[src/rtl/bcd_pkg.sv]
package bcd_pkg;
    typedef enum logic {
        QS_IDLE = 1'b0,
        QS_HOLD = 1'b1
    } qual_state_e;
endpackage

[src/rtl/bcd_sync.sv]
module bcd_sync #(
    parameter int WIDTH   = 2,
    parameter int STAGES  = 2,
    parameter bit RST_VAL = 1'b1
) (
    input  logic             clk,
    input  logic             rst_n,
    input  logic [WIDTH-1:0] async_i,
    output logic [WIDTH-1:0] sync_o
);
    for (genvar b = 0; b < WIDTH; b++) begin : g_bit
        logic [STAGES-1:0] chain_d, chain_q;

        always_comb begin
            chain_d = {chain_q[STAGES-2:0], async_i[b]};
        end

        always_ff @(posedge clk or negedge rst_n) begin
            if (!rst_n) chain_q <= {STAGES{RST_VAL}};
            else        chain_q <= chain_d;
        end

        assign sync_o[b] = chain_q[STAGES-1];
    end
endmodule

[src/rtl/bcd_tick.sv]
module bcd_tick (
    input  logic clk,
    input  logic rst_n,
    input  logic fast_sel,
    output logic tick_o
);
    logic phase_d, phase_q;

    always_comb begin
        phase_d = ~phase_q;
    end

    always_ff @(posedge clk or negedge rst_n) begin
        if (!rst_n) phase_q <= 1'b0;
        else        phase_q <= phase_d;
    end

    assign tick_o = fast_sel | phase_q;
endmodule

[src/rtl/bcd_qualifier.sv]
module bcd_qualifier
    import bcd_pkg::*;
#(
    parameter int THRESH = 4
) (
    input  logic clk,
    input  logic rst_n,
    input  logic tick_i,
    input  logic scl_i,
    input  logic sda_i,
    output logic irq_o,
    output logic busy_o
);
    localparam int         CW      = $clog2(THRESH + 1);
    localparam logic [CW-1:0] CNT_MAX = CW'(THRESH);
    localparam logic [CW-1:0] CNT_ONE = CW'(1);
    localparam bit         INSTANT = (THRESH <= 1);

    typedef struct packed {
        qual_state_e   st;
        logic          open_dir;
        logic [CW-1:0] cnt;
        logic          scl_prev;
        logic          sda_prev;
        logic          irq;
        logic          busy;
    } qual_regs_t;

    qual_regs_t cur_q, nxt_d;
    logic       stable, sda_edge;

    always_comb begin
        nxt_d    = cur_q;
        nxt_d.irq = 1'b0;
        stable   = scl_i && cur_q.scl_prev && (sda_i == cur_q.sda_prev);
        sda_edge = scl_i && cur_q.scl_prev && (sda_i != cur_q.sda_prev);

        if (tick_i) begin
            nxt_d.scl_prev = scl_i;
            nxt_d.sda_prev = sda_i;

            if (!scl_i)                nxt_d.cnt = '0;
            else if (!stable)          nxt_d.cnt = CNT_ONE;
            else if (cur_q.cnt != CNT_MAX) nxt_d.cnt = cur_q.cnt + CNT_ONE;

            unique case (cur_q.st)
                QS_IDLE: begin
                    if (sda_edge && (cur_q.cnt >= CNT_MAX)) begin
                        if (INSTANT) begin
                            nxt_d.irq  = 1'b1;
                            nxt_d.busy = ~sda_i;
                        end else begin
                            nxt_d.st       = QS_HOLD;
                            nxt_d.open_dir = ~sda_i;
                        end
                    end
                end
                QS_HOLD: begin
                    if (!stable) begin
                        nxt_d.st = QS_IDLE;
                    end else if (nxt_d.cnt >= CNT_MAX) begin
                        nxt_d.irq  = 1'b1;
                        nxt_d.busy = cur_q.open_dir;
                        nxt_d.st   = QS_IDLE;
                    end
                end
                default: nxt_d.st = QS_IDLE;
            endcase
        end
    end

    always_ff @(posedge clk or negedge rst_n) begin
        if (!rst_n) begin
            cur_q <= '{st: QS_IDLE, open_dir: 1'b0, cnt: '0, scl_prev: 1'b0,
                       sda_prev: 1'b0, irq: 1'b0, busy: 1'b0};
        end else begin
            cur_q <= nxt_d;
        end
    end

    assign irq_o  = cur_q.irq;
    assign busy_o = cur_q.busy;
endmodule

[src/rtl/bus_cond_detector.sv]
module bus_cond_detector #(
    parameter int THRESH      = 4,
    parameter int SYNC_STAGES = 2
) (
    input  logic clk,
    input  logic rst_n,
    input  logic fast_sel,
    input  logic scl_in,
    input  logic sda_in,
    output logic irq_pulse,
    output logic bus_busy
);
    logic [1:0] lines_s;
    logic       scl_s, sda_s, tick;

    bcd_sync #(.WIDTH(2), .STAGES(SYNC_STAGES), .RST_VAL(1'b1)) sync_i (
        .clk     (clk),
        .rst_n   (rst_n),
        .async_i ({scl_in, sda_in}),
        .sync_o  (lines_s)
    );

    assign scl_s = lines_s[1];
    assign sda_s = lines_s[0];

    bcd_tick tick_i (
        .clk      (clk),
        .rst_n    (rst_n),
        .fast_sel (fast_sel),
        .tick_o   (tick)
    );

    bcd_qualifier #(.THRESH(THRESH)) qual_i (
        .clk    (clk),
        .rst_n  (rst_n),
        .tick_i (tick),
        .scl_i  (scl_s),
        .sda_i  (sda_s),
        .irq_o  (irq_pulse),
        .busy_o (bus_busy)
    );
endmodule

[config.mk]
export PLATFORM = sky130hd
export DESIGN_NAME = bus_cond_detector
export DESIGN_NICKNAME = d
export VERILOG_FILES = /design/src/rtl/bcd_pkg.sv /design/src/rtl/bcd_sync.sv /design/src/rtl/bcd_tick.sv /design/src/rtl/bcd_qualifier.sv /design/src/rtl/bus_cond_detector.sv
export SDC_FILE = /design/constraint.sdc
export NUM_CORES = 1
export LEC_CHECK = 0
export ABC_AREA = 1
export BUFFER_PORTS_ARGS = -buffer_cell sky130_fd_sc_hd__buf_4
export CORE_UTILIZATION = 35
export DETAILED_ROUTE_END_ITERATION = 8
export GPL_ROUTABILITY_DRIVEN = 0
export SETUP_SLACK_MARGIN = 0.2
export SLEW_MARGIN = 20
export SYNTH_ARGS = -nofsm -noshare
export SYNTH_HDL_FRONTEND = slang
export SYNTH_HIERARCHICAL = 1
export SYNTH_SLANG_ARGS = --single-unit
[constraint.sdc]
create_clock -name clk -period 1.34 [get_ports clk]
set_input_delay 0.067 -clock clk [delete_from_list [all_inputs] [get_ports clk]]
set_output_delay 0.067 -clock clk [all_outputs]
set_load 0.005 [all_outputs]
==> key figures <==
Status
  • Status: finished clean

Detailed routing
  • DRC viols: 0
  • Routed wire length: 1.027 mm
  • Met2 routed WL: between 500 and 600 microns
  • WL per Instance: 9.336 microns
  • Vias: approximately 500
  • DR vias/cell: 4.582
  • M1 WL: around 470 microns
  • Iter 0 DRT Violations: 3
  • Max layer used: met3
  • Routed Antenna Nets: 0
  • 1st-pass router iterations: 4
  • Detail Route met3 WL: about 53 microns

Clock tree
  • Clock tree buffer depth: 2
  • Worst-path clk slew: around 0.090 ns
  • Clock sink total: 14
  • H-tree levels: 1
  • Root Driver: clkbuf_4
  • CTS tree: done
  • Worst-Skew Late Latency: about 0.28 ns
  • TritonCTS Buffers: 3

Power and ir drop
  • Share of total power in the clock network: 0.349
  • Tot Pwr: around 860 uW
  • Worst vdd ir: roughly 0.53 mV
  • Power per standard cell area: just over 1000 mW/mm^2
  • Net Sw Frac: 0.2376
  • Flop pwr share: 0.529
  • Pleak: around 0.45 nW
  • Internal Dissipation: approximately 660 uW
  • Sw power: 204.6 uW
  • Gate power share: 0.121

Layout
  • Layout cells sized above 1: 0.4118
  • Area Growth Syn to Fin: 24.35%
  • Nets: a little over 90
  • # diodes: 0
  • Final cell count without fillers: between 100 and 150

Setup path
  • CP Max Fanout: 4
  • Buf+Inv Stages, Crit Path: 1
  • Critical Path Start Type: flop
  • Largest delay share family, worst path: flip-flops
  • CP max stage delay: around 0.55 ns
  • CP max-delay cell: dfstp_2
  • CP Class: reg -> reg
  • Critical Path Sink Type: flop
  • Worst Path Required: ~1.5 ns
  • Crit-path cells: inv_2 > nand2_2 > nand3_2 > o21bai_1 > o21ai_1
  • Stages on worst setup path: 5
  • R2r worst-path depth: 5
  • Critical path arrival: around 1.3 ns

Synth
  • Area contributors post-synth: dfrtp_1 (37%), dfstp_2 (15%), nand2_1 (11%), inv_1 (6.1%), nand2_2 (4.6%)
  • Avg Cell Area, Syn: a little over 9 sq um
  • Post-synth top cells: nand2_1 (19), inv_1 (11), dfrtp_1 (10)
  • Post-Syn Area: slightly below 700 sq um
  • Mapped Nets: 80
  • Compound-Gate Fraction of Synth Area: 0.07196
  • Multiplexer share of the synthesized area: 0
  • Sequential-to-total area share from yosys stat: 0.5240
  • Largest family of logic cells by synthesized area: simple AND/OR/NAND/NOR gates
  • Synth Area in Adders: 0.03690
  • Share of flip-flops with an asynchronous set or reset: 1.000
  • Unique masters post-synth: 19
  • Most frequent cell after synthesis: nand2_1
  • Cells after synthesis: 73
  • EDFF count, synth: 0
  • Simple-gate share of the synthesized area: 0.2675
  • Post-Synth XOR/XNOR Area: 0
  • Largest area contributor in the netlist: dfrtp_1
  • Synthesized flop and latch total: 14
  • Predominant post-synthesis flop cell: dfrtp_1
  • Synth warn: 6
  • Synth top area share: 0.3690

Die
  • Die area: 0.002117 sq mm
  • Rows: 15
  • Core footprint: roughly 0.0018 sq mm
  • Die width: 46.02 microns
  • IO Pins: 7
  • Die H: approximately 46 microns
  • Initial core utilization: 0.3844

GRT
  • GRT Total Usage: 0.1231
  • Initial antenna violation count: 0
  • Largest net degree at the start of global routing: 15
  • Vias in the first global route: between 400 and 500
  • Global-route wire length before repair: around 1.7 mm
  • GR Overflow Total: 0

Timing
  • Worst setup margin: roughly 0.22 ns
  • Tmin final: between 1 and 1.5 ns
  • FMAX: just under 900 MHz
  • Final cycle utilization of the critical path: 0.8370
  • Max-slew violation count: 0
  • Clk_skew: approximately 0.0044 ns
  • Slew margin rel.: 0.8414
  • Final Hold Fails: 0
  • Setup TNS: 0 ns
  • Final setup vio count: 0
  • Slew @ Worst Pin: between 0.2 and 0.25 ns
  • RSZ-0062 raised after global routing: yes

Placement
  • DP Cell Count: a little over 100
  • Post-place setup slack: between 0.1 and 0.15 ns
  • Post-DP HPWL: slightly above 700 microns
  • IO buf count: 6

Hold path
  • Hold Crit Class: in -> async

Run
  • MaxCap Viol Count: 0
[area by class of cell]
| cell class | instances | area [sq um] |
|---|---|---|
| fill | 189 | 920.9 |
| sequential | 14 | 355.3 |
| multi-input combinational | 44 | 285.3 |
| timing repair buffer | 11 | 90.09 |
| inverter | 12 | 45.04 |
| clock buffer | 4 | 36.28 |
| tap | 25 | 31.28 |
[registers in the layout, summed over array words and instances (netlist names)]
register              cells
tick_i/phase_q            1
qual_i/busy_o             1
qual_i/cur_q              7
qual_i/irq_o              1
sync_i/g_bit.chain_q      4
[timing repair]
item | CTS | global route
endpoints found under the hold margin | 16 | 0
hold buffers | 3 | 0
pin swaps | 0 | 1
resized for setup | 6 | 5
setup endpoints to repair | 3 | 5
setup buffers | 2 | 0
[power by group through the flow]
stage                     Combinational, mW  Clock, mW  Sequential (mW)
after floorplan                      0.0585          0            0.459
after global placement               0.0761          0            0.462
after detailed placement             0.0779          0            0.463
after CTS                            0.0995      0.317            0.456
after global routing                  0.119      0.341            0.458
final                                 0.104      0.301            0.456
[placed cells by master, fill, tap and decap left out]
cell / instances
nand2_1: 19
dfrtp_1: 10
buf_4: 8
inv_2: 6
inv_1: 6
o21ai_1: 4
dfstp_2: 4
clkbuf_4: 3
dlygate4sd3_1: 3
nand2_2: 3
nand3_2: 3
nand2_4: 2
o21ai_0: 2
nand3_1: 2
clkbuf_8: 1
nor2_4: 1
nand4_1: 1
o21bai_1: 1
a21oi_1: 1
nor2_2: 1
nand3b_4: 1
o22ai_1: 1
ha_4: 1
ha_2: 1
[stage by stage]
stage                     area [sq um]    util  hold slack, ns
after floorplan                  678.2       -         -0.2286
after global placement           732.0  0.4149        -0.07727
after detailed placement         732.0  0.4149        -0.07373
after CTS                        833.3  0.4723          0.1515
after global routing             843.3  0.4780          0.1564
final                            843.3  0.4780          0.1532
[path summary, 6_finish.rpt]
path / slack (ns) / end / from
setup / recovery: 0.22 / qual_i/cur_q[4]$_DFFE_PN0P_ / sync_i/g_bit[0].chain_q[1]$_DFF_PN1_
setup reg to reg: 0.22 / qual_i/cur_q[4]$_DFFE_PN0P_ / sync_i/g_bit[0].chain_q[1]$_DFF_PN1_
hold reg to reg: 0.36 / sync_i/g_bit[1].chain_q[1]$_DFF_PN1_ / sync_i/g_bit[1].chain_q[0]$_DFF_PN1_
hold / removal: 0.15 / qual_i/cur_q[7]$_DFFE_PN0P_ / rst_n
max in group asynchronous: 0.95 / sync_i/g_bit[0].chain_q[1]$_DFF_PN1_ / rst_n
min in group clk: 0.19 / qual_i/cur_q[4]$_DFFE_PN0P_ / fast_sel
[logic make-up after synthesis]
logic type      count (synthesis)
flops                          14
compound gates                  9
buf+inv                        15
fa+ha+maj                       2
simple gates                   33
[metal layers]
metal | vias to the layer above | track usage
li1 | 251 | -
met1 | 243 | 0.1450
met2 | 10 | 0.1887
met3 | 0 | 0.07143
met4 | 0 | 0.03529
met5 | - | 0
No activity file was read; power rests on OpenSTA's default activity.
